`src/rtl/cdl_pkg.sv`:
```
package cdl_pkg;
  typedef enum logic [1:0] {
    CDL_HUNT    = 2'd0,
    CDL_PRESYNC = 2'd1,
    CDL_SYNC    = 2'd2
  } cdl_state_e;
endpackage

```
`src/rtl/cdl_state_fsm.sv`:
```
module cdl_state_fsm
  import cdl_pkg::*;
#(
  parameter int ALPHA = 7,
  parameter int DELTA = 6
) (
  input  logic       clk,
  input  logic       rst_n,
  input  logic       cand_found,
  input  logic       cell_vld,
  input  logic       hec_ok,
  output cdl_state_e st_q
);
  localparam int RMAX = (ALPHA > DELTA) ? ALPHA : DELTA;
  localparam int RW   = $clog2(RMAX + 1);

  cdl_state_e    st_d;
  logic [RW-1:0] run_q, run_d;
  logic          upd_en;

  assign upd_en = cand_found | cell_vld;

  always_comb begin
    st_d  = st_q;
    run_d = run_q;
    unique case (st_q)
      CDL_HUNT: begin
        if (cand_found) begin
          st_d  = CDL_PRESYNC;
          run_d = '0;
        end
      end
      CDL_PRESYNC: begin
        if (cell_vld) begin
          if (!hec_ok) begin
            st_d  = CDL_HUNT;
            run_d = '0;
          end else if (run_q == RW'(DELTA - 1)) begin
            st_d  = CDL_SYNC;
            run_d = '0;
          end else begin
            run_d = run_q + RW'(1);
          end
        end
      end
      CDL_SYNC: begin
        if (cell_vld) begin
          if (hec_ok) begin
            run_d = '0;
          end else if (run_q == RW'(ALPHA - 1)) begin
            st_d  = CDL_HUNT;
            run_d = '0;
          end else begin
            run_d = run_q + RW'(1);
          end
        end
      end
      default: begin
        st_d  = CDL_HUNT;
        run_d = '0;
      end
    endcase
  end

  always_ff @(posedge clk or negedge rst_n) begin
    if (!rst_n) begin
      st_q  <= CDL_HUNT;
      run_q <= '0;
    end else if (upd_en) begin
      st_q  <= st_d;
      run_q <= run_d;
    end
  end

  // searching holds without a candidate
  a_r2_hunt_hold: assert property (@(posedge clk) disable iff (!rst_n)
    (st_q == CDL_HUNT && !cand_found) |=> st_q == CDL_HUNT);
  // lock is never reached straight from searching
  a_r2_no_skip: assert property (@(posedge clk) disable iff (!rst_n)
    (st_q == CDL_HUNT) |=> st_q != CDL_SYNC);
  // a bad header while tentative drops back
  a_r3_presync_drop: assert property (@(posedge clk) disable iff (!rst_n)
    (st_q == CDL_PRESYNC && cell_vld && !hec_ok) |=> st_q == CDL_HUNT);
  // a good header in lock keeps lock
  a_r5_sync_hold: assert property (@(posedge clk) disable iff (!rst_n)
    (st_q == CDL_SYNC && (!cell_vld || hec_ok)) |=> st_q == CDL_SYNC);
  // only legal codes appear
  a_r1_legal_code: assert property (@(posedge clk) disable iff (!rst_n)
    st_q != 2'd3);
endmodule

```
`src/rtl/cdl_ms_timer.sv`:
```
module cdl_ms_timer #(
  parameter int CW = 9
) (
  input  logic          clk,
  input  logic          rst_n,
  input  logic          clr,
  input  logic          tick,
  output logic [CW-1:0] cnt_q
);
  logic [CW-1:0] cnt_d;
  logic          cnt_en;

  assign cnt_en = clr | tick;

  always_comb begin
    if (clr)                         cnt_d = '0;
    else if (tick && cnt_q != '1)    cnt_d = cnt_q + CW'(1);
    else                             cnt_d = cnt_q;
  end

  always_ff @(posedge clk or negedge rst_n) begin
    if (!rst_n)      cnt_q <= '0;
    else if (cnt_en) cnt_q <= cnt_d;
  end

  // a clear always lands at zero
  a_r10_clear_zero: assert property (@(posedge clk) disable iff (!rst_n)
    clr |=> cnt_q == '0);
  // without a tick or clear the count holds
  a_r10_idle_hold: assert property (@(posedge clk) disable iff (!rst_n)
    (!clr && !tick) |=> $stable(cnt_q));
endmodule

```
`src/rtl/cdl_loss_flag.sv`:
```
module cdl_loss_flag #(
  parameter int MW = 8,
  parameter int CW = MW + 1
) (
  input  logic          clk,
  input  logic          rst_n,
  input  logic          ocd,
  input  logic          tick,
  input  logic [MW-1:0] m_limit,
  input  logic [CW-1:0] ocd_cnt,
  input  logic [CW-1:0] sync_cnt,
  output logic          lcd_q
);
  localparam int XW = CW + 1;

  logic [XW-1:0] lim_x, ocd_nx, sync_nx;
  logic          set_c, clr_c, lcd_en;

  assign lim_x   = XW'(m_limit);
  assign ocd_nx  = XW'(ocd_cnt) + XW'(1);
  assign sync_nx = XW'(sync_cnt) + XW'(1);

  assign set_c  = tick && ocd && !lcd_q && (ocd_nx >= lim_x);
  assign clr_c  = tick && !ocd && lcd_q && (sync_nx > lim_x);
  assign lcd_en = set_c | clr_c;

  always_ff @(posedge clk or negedge rst_n) begin
    if (!rst_n)      lcd_q <= 1'b0;
    else if (lcd_en) lcd_q <= set_c;
  end

  // the alarm only rises on a tick while out of delineation
  a_r8_rise_cause: assert property (@(posedge clk) disable iff (!rst_n)
    $rose(lcd_q) |-> $past(ocd && tick));
  // the alarm only falls on a tick while locked
  a_r9_fall_cause: assert property (@(posedge clk) disable iff (!rst_n)
    $fell(lcd_q) |-> $past(!ocd && tick));
  // no change without a tick
  a_r8_tick_gate: assert property (@(posedge clk) disable iff (!rst_n)
    !tick |=> $stable(lcd_q));
endmodule

```
`src/rtl/cell_sync_tracker.sv`:
```
module cell_sync_tracker
  import cdl_pkg::*;
#(
  parameter int ALPHA = 7,
  parameter int DELTA = 6,
  parameter int MW    = 8
) (
  input  logic          clk,
  input  logic          rst_n,
  input  logic          cand_found,
  input  logic          cell_vld,
  input  logic          hec_ok,
  input  logic          ms_tick,
  input  logic [MW-1:0] m_limit,
  input  logic          pass_presync,
  output logic [1:0]    state,
  output logic          ocd,
  output logic          lcd,
  output logic          accept
);
  localparam int CW = MW + 1;

  cdl_state_e    st_q;
  logic          in_sync;
  logic [CW-1:0] ocd_cnt, sync_cnt;

  cdl_state_fsm #(.ALPHA(ALPHA), .DELTA(DELTA)) u_fsm (
    .clk        (clk),
    .rst_n      (rst_n),
    .cand_found (cand_found),
    .cell_vld   (cell_vld),
    .hec_ok     (hec_ok),
    .st_q       (st_q)
  );

  assign in_sync = (st_q == CDL_SYNC);

  cdl_ms_timer #(.CW(CW)) u_ocd_tmr (
    .clk   (clk),
    .rst_n (rst_n),
    .clr   (in_sync),
    .tick  (ms_tick),
    .cnt_q (ocd_cnt)
  );

  cdl_ms_timer #(.CW(CW)) u_sync_tmr (
    .clk   (clk),
    .rst_n (rst_n),
    .clr   (!in_sync),
    .tick  (ms_tick),
    .cnt_q (sync_cnt)
  );

  cdl_loss_flag #(.MW(MW), .CW(CW)) u_loss (
    .clk      (clk),
    .rst_n    (rst_n),
    .ocd      (!in_sync),
    .tick     (ms_tick),
    .m_limit  (m_limit),
    .ocd_cnt  (ocd_cnt),
    .sync_cnt (sync_cnt),
    .lcd_q    (lcd)
  );

  assign state  = st_q;
  assign ocd    = !in_sync;
  assign accept = cell_vld && hec_ok && pass_presync && (st_q == CDL_PRESYNC);

  // the out-of-delineation timer is idle at zero after a locked cycle
  a_r10_ocd_tmr_zero: assert property (@(posedge clk) disable iff (!rst_n)
    in_sync |=> ocd_cnt == '0);
  // the lock timer is idle at zero after an unlocked cycle
  a_r9_sync_tmr_zero: assert property (@(posedge clk) disable iff (!rst_n)
    !in_sync |=> sync_cnt == '0);
endmodule

```
`config.mk`:
```
export PLATFORM = sky130hd
export DESIGN_NAME = cell_sync_tracker
export DESIGN_NICKNAME = d
export VERILOG_FILES = /design/src/rtl/cdl_pkg.sv /design/src/rtl/cdl_state_fsm.sv /design/src/rtl/cdl_ms_timer.sv /design/src/rtl/cdl_loss_flag.sv /design/src/rtl/cell_sync_tracker.sv
export SDC_FILE = /design/constraint.sdc
export NUM_CORES = 1
export LEC_CHECK = 0
export ABC_CLOCK_PERIOD_IN_PS = 2200
export CAP_MARGIN = 25
export CORE_MARGIN = 5
export CORE_UTILIZATION = 57
export CTS_CLUSTER_SIZE = 14
export DETAILED_ROUTE_END_ITERATION = 12
export DONT_BUFFER_PORTS = 1
export GPL_TIMING_DRIVEN = 0
export PLACE_DENSITY = 0.75
export SLEW_MARGIN = 40
export SYNTH_ARGS = -nofsm -noshare
export SYNTH_HDL_FRONTEND = slang
export SYNTH_SLANG_ARGS = --single-unit
```
`constraint.sdc`:
```
create_clock -name clk -period 2.2 [get_ports clk]
set_input_delay 0.22 -clock clk [delete_from_list [all_inputs] [get_ports clk]]
set_output_delay 0.22 -clock clk [all_outputs]
set_load 0.01 [all_outputs]
```
**Word level (Yosys, flattened, before mapping)**

Index checks and enable logic that the tools add are counted.

- $add $sub $neg: 5
- Order comparisons: 2
- Equality and inequality tests: 13
- Muxes and demuxes: 20
- Bitwise gates (word level): 4
- Reduce and logical (&&, ||, !) cells: 19

Operators with widths:

| operator | count |
|---|---|
| 9-bit two-way mux | 4 |
| 3-bit two-way mux | 7 |
| 9-bit by 1-bit adder with 10-bit output (second input constant) | 2 |
| 9-bit by 1-bit adder with 9-bit output (second input constant) | 2 |
| 9-bit inequality test (second input constant) | 2 |
| 2-bit two-way mux | 7 |
| 1-bit logical AND | 11 |
| 10-bit by 8-bit >= comparator with 1-bit output | 1 |
| 10-bit by 8-bit greater-than comparator with 1-bit output | 1 |
| 3-bit case mux with 3 select lines | 1 |
| 2-bit inequality test (second input constant) | 4 |
| 7-bit AND reduction | 1 |
| 3-bit equality test (second input constant) | 2 |
| 2-bit case mux with 3 select lines | 1 |
| 2-bit by 1-bit inequality test with 1-bit output (second input constant) | 2 |
| 1-bit bitwise OR | 4 |
| 2-bit AND reduction | 2 |
| 4-bit AND reduction | 1 |
| 3-bit by 1-bit adder with 3-bit output (second input constant) | 1 |
| 3-bit by 2-bit inequality test with 1-bit output (second input constant) | 1 |
| 2-bit by 1-bit equality test with 1-bit output (second input constant) | 1 |
| 2-bit equality test (second input constant) | 1 |
| 1-bit zero test | 2 |
| 2-bit zero test | 1 |
| 2-bit nonzero test | 1 |

- Register bits: 24
- Input bits: 15
- Output and inout bits: 5

**Depth between registers and ports, before layout**

- Depth in word-level cells: 6
- Mapped depth: 10
- Depth with buffers taken out: 10

**Cells and area by module**

From an unflattened synthesis, not the netlist that was laid out.

- Cells, all modules: 225
- Area, all modules: 2047.0 µm²

By module, submodules not included:

| module | instances | cells each | area an instance (µm²) | sequential area each (µm²) |
|---|---|---|---|---|
| cdl_ms_timer | 2 | 48 | 470.5 | 225.2 |
| cdl_loss_flag | 1 | 86 | 681.9 | 25.0 |
| cdl_state_fsm | 1 | 39 | 396.6 | 125.1 |
| cell_sync_tracker | 1 | 4 | 27.5 | 0.0 |

**Worst setup path before layout**

OpenSTA, ideal clock, no wires.

- Path type: register to register
- Start point: register u_sync_tmr.cnt_q[0]
- End point: register u_loss.lcd_q
- Data arrival time: 2.026 ns
- Required time: 2.078 ns
- Setup slack: 0.052 ns
- Cell stages (with the launch flop): 11
- Buffers on the path: 0
- Cell sequence: dfrtp_1 -> ha_1 -> nand3_1 -> nor2_1 -> xor2_1 -> ha_1 -> and4_1 -> o2bb2ai_1 -> a31oi_1 -> o311ai_1 -> a32o_1

- Longest elaborated chain between the ends: 4

RTL lines:

| item | RTL line | source |
|---|---|---|
| from (decl) | cdl_ms_timer.sv:8 | `output logic [CW-1:0] cnt_q` |
| from (signal assigned) | cdl_ms_timer.sv:23 | `else if (cnt_en) cnt_q <= cnt_d;` |
| 9-bit by 1-bit adder with 10-bit output | cdl_loss_flag.sv:21 | `assign sync_nx = XW'(sync_cnt) + XW'(1);` |
| 10-bit by 8-bit greater-than comparator with 1-bit output | cdl_loss_flag.sv:24 | `assign clr_c = tick && !ocd && lcd_q && (sync_nx > lim_x);` |
| 1-bit logical AND | cdl_loss_flag.sv:24 |  |
| 1-bit bitwise OR | cdl_loss_flag.sv:25 | `assign lcd_en = set_c \| clr_c;` |
| to (signal assigned) | cdl_loss_flag.sv:29 | `else if (lcd_en) lcd_q <= set_c;` |
| to (decl) | cdl_loss_flag.sv:12 | `output logic lcd_q` |

No other way between the ends.
A chain may end at the register's enable or synchronous reset.

**Worst setup path after layout**

- Start point: register u_sync_tmr.cnt_q[1]
- End point: register u_loss.lcd_q

Same word-level chain as after synthesis.

==> flow_summary_export.csv <==
group,metric,value,unit
status,status,"complete, but fails checks",
status,violations,"setup timing",
routing,drt_iter0_drc,88,
synth,avgSynthCellArea,9.07,sq um
layout,fillers,233,
global_route,grt_pass1_wl,7.25,mm
cts,clk_latency,330,ps
layout,nets,254,
synth,synth.distinct_cells,37,
routing,vias_per_cell,5.72,
setup_path,crit_type,"flip-flop to flip-flop",
synth,syn_inst,196,
synth,synth_area_leaders,"dfrtp_1, ha_1, nand2_1, xor2_1, a21oi_1",
global_route,antenna_found_initial,0,
layout,stdcell_count,259,
layout,n_antenna_cell,0,
synth,synthArstFlopShare,100,%
cts,root_buffer,"clkbuf_4",
global_route,grt.total_usage,21.6,%
placement,post-dp-hpwl,2.81,mm
job,cap_viol_max_count,0,
global_route,grt_pass1_vias,1634,
synth,syn_area,1780,sq um
pwr,peakVddDrop,0.424,mV
routing,dr.pass1.iters,4,
sta,worstMarginPinSlew,549,ps
sta,slew_headroom,63.4,%
pwr,power.leakage,1.02,nW
global_route,grtUsageMet1,24.2,%
sta,fin_skew,9.21,ps
layout,multiInputGateArea,1240,sq um
global_route,grt.busiest_layer,"met2",
floorplan,rows,20,
floorplan,dieArea,4340,sq um
sta,hold_ws,51.6,ps
routing,wl_per_cell,16.2,um
layout,syn_to_final_growth,19.8,%
routing,num_vias,1482,
worst_hold_path,min_path_type,"input port to flip-flop",
layout,fin_util,70.3,%
pwr,powerDensity,740,nW/um^2
sta,min_period_over_period,102,%
placement,dp_cells,240,
cts,htree_levels,1,
setup_path,required,2440,ps
global_route,grt_use_met3,4.25,%
synth,ys_warn_count,0,
floorplan,pin_count,20,
sta,fin_ws,-46.8,ps
setup_path,cp.arrival,2480,ps
sta,max_freq,0.445,GHz
synth,synth-edff-count,0,
global_route,grt_max_degree,25,
setup_path,crit_path_start_kind,"flip-flop",
placement,io_buffers,0,
floorplan,die_w,65.9,um
synth,synth-seq-cells,24,
cts,clkTransAtPathRegs,140,ps
global_route,grt_overflow_total,0,
global_route,use_met2,39.3,%
cts,cts_tree,"yes",
cts,numCtsBuffers,3,
sta,period_minus_slack,2250,ps
layout,final_layout_size_suffix_gt1_share,20.9,%
layout,regArea,608,sq um
synth,synth-main-ff-cell,"dfrtp_1",
setup_path,worst-path-max-fanout,3,
synth,yosysSeqAreaShare,33.8,%
sta,rsz0062_at_grt,"true",
synth,synth.most_common_cell,"nand2_1",
cts,clock_sinks,24,
routing,routed_wl,4.20,mm
sta,setup_viol,1,
synth,syn_nets,234,
floorplan,core_area,3030,sq um
sta,slew_viol_final,0,
cts,clock_path_buffers,2,
routing,drc,0,
sta,hold_violations,0,
placement,gp_congestion,0.870,
floorplan,start_util,58.7,%
setup_path,cp-end-kind,"flip-flop",
synth,synth_common_cells,"nand2_1, dfrtp_1, ha_1",
synth,synth_top_area_share,33.8,%
synth,yosysTopAreaCell,"dfrtp_1",
floorplan,die_h,65.9,um
routing,postRouteAntennaNets,0,
worst paths after layout:
kind                                startpoint                   to  slack [ps]  cells past startpoint
setup / recovery           u_sync_tmr.cnt_q[1]         u_loss.lcd_q         -50                      9
hold / removal                         ms_tick         u_loss.lcd_q          50                      1
setup reg to reg           u_sync_tmr.cnt_q[1]         u_loss.lcd_q         -50                      9
hold reg to reg                 u_fsm.run_q[1]       u_fsm.run_q[1]         540                      2
max in group asynchronous                rst_n  u_sync_tmr.cnt_q[0]        1710                      2
min in group asynchronous                rst_n   u_ocd_tmr.cnt_q[8]         320                      2
report_power, final:
group	switching [W]	leakage [nW]	internal, W
registers	0.000120	0.313	0.000522
clock network	0.000143	0.0279	0.000184
logic	0.000312	0.684	0.000294
total	0.000575	1.02	0.00100
per-stage QoR:
step | power, W | cell area (sq um) | TNS [ps] | setup slack [ps]
2_1_floorplan | 0.000988 | 1780 | 0 | 52.3
3_3_place_gp | 0.00107 | 1830 | -216 | -216
3_5_place_dp | 0.00111 | 1830 | -214 | -214
4_1_cts | 0.00156 | 2100 | 0 | 1.87
5_1_grt | 0.00170 | 2130 | -186 | -146
6_report | 0.00158 | 2130 | -46.8 | -46.8
registers in the layout, summed over array words and instances (netlist names):
name,count
u_loss.lcd_q,1
u_fsm.st_q,2
u_ocd_tmr.cnt_q,9
u_sync_tmr.cnt_q,9
u_fsm.run_q,3
kinds of logic after synthesis:
group | after synthesis | share of synthesized area (%)
fa+ha+maj | 23 | 16.2
mux | 4 | 2.53
simple gates | 73 | 21.4
flops | 24 | 33.8
compound gates | 40 | 13.7
xor+xnor | 20 | 9.85
buf+inv | 12 | 2.53
cell type report:
type | instances | area share [%]
inverter | 10 | 1.76
sequential | 24 | 28.6
tap | 44 | 2.59
clock inverter | 1 | 1.41
multi-input combinational | 160 | 58.3
clock buffer | 3 | 1.06
buffer | 2 | 0.353
timing repair buffer | 15 | 5.99
placed cells by master (no fill, tap or decap), types with 2 or more instances in the layout:
cell,n
a211oi_1,2
a21o_1,2
a21oi_1,13
a31oi_1,2
and3_1,5
and4_1,2
buf_4,13
clkbuf_1,2
clkbuf_4,3
dfrtp_1,18
dfrtp_2,6
ha_1,21
ha_4,2
inv_1,10
mux2_2,3
nand2_1,29
nand3_2,3
nand3_4,2
nor2_1,9
nor2_4,2
nor2b_1,6
o21ai_0,9
o21ai_1,2
or3_1,6
xnor2_1,7
xor2_1,11
worst max-delay path: stages (launching register included):
cell and delay (ps):
dfrtp_2 460, nand3_4 110, or2_4 270, xnor2_1 200, ha_1 290, and4_1 180, o2bb2ai_1 130, a31oi_1 180
o311ai_1 120, a32o_1 230
metal layers:
metal	vias up	routed length, um
met2	23	2220
met4	0	93
met1	718	1750
met5	-	0
met3	13	124
li1	728	-
timing repair:
action,in CTS,in global routing
setup endpoints to repair,5,13
gates resized for setup,20,8
cloned,0,0
endpoints found under the hold margin,24,0
pin swaps,12,3
buffers inserted,12,1
hold buffers,2,0
No activity file was read; power rests on OpenSTA's default activity.
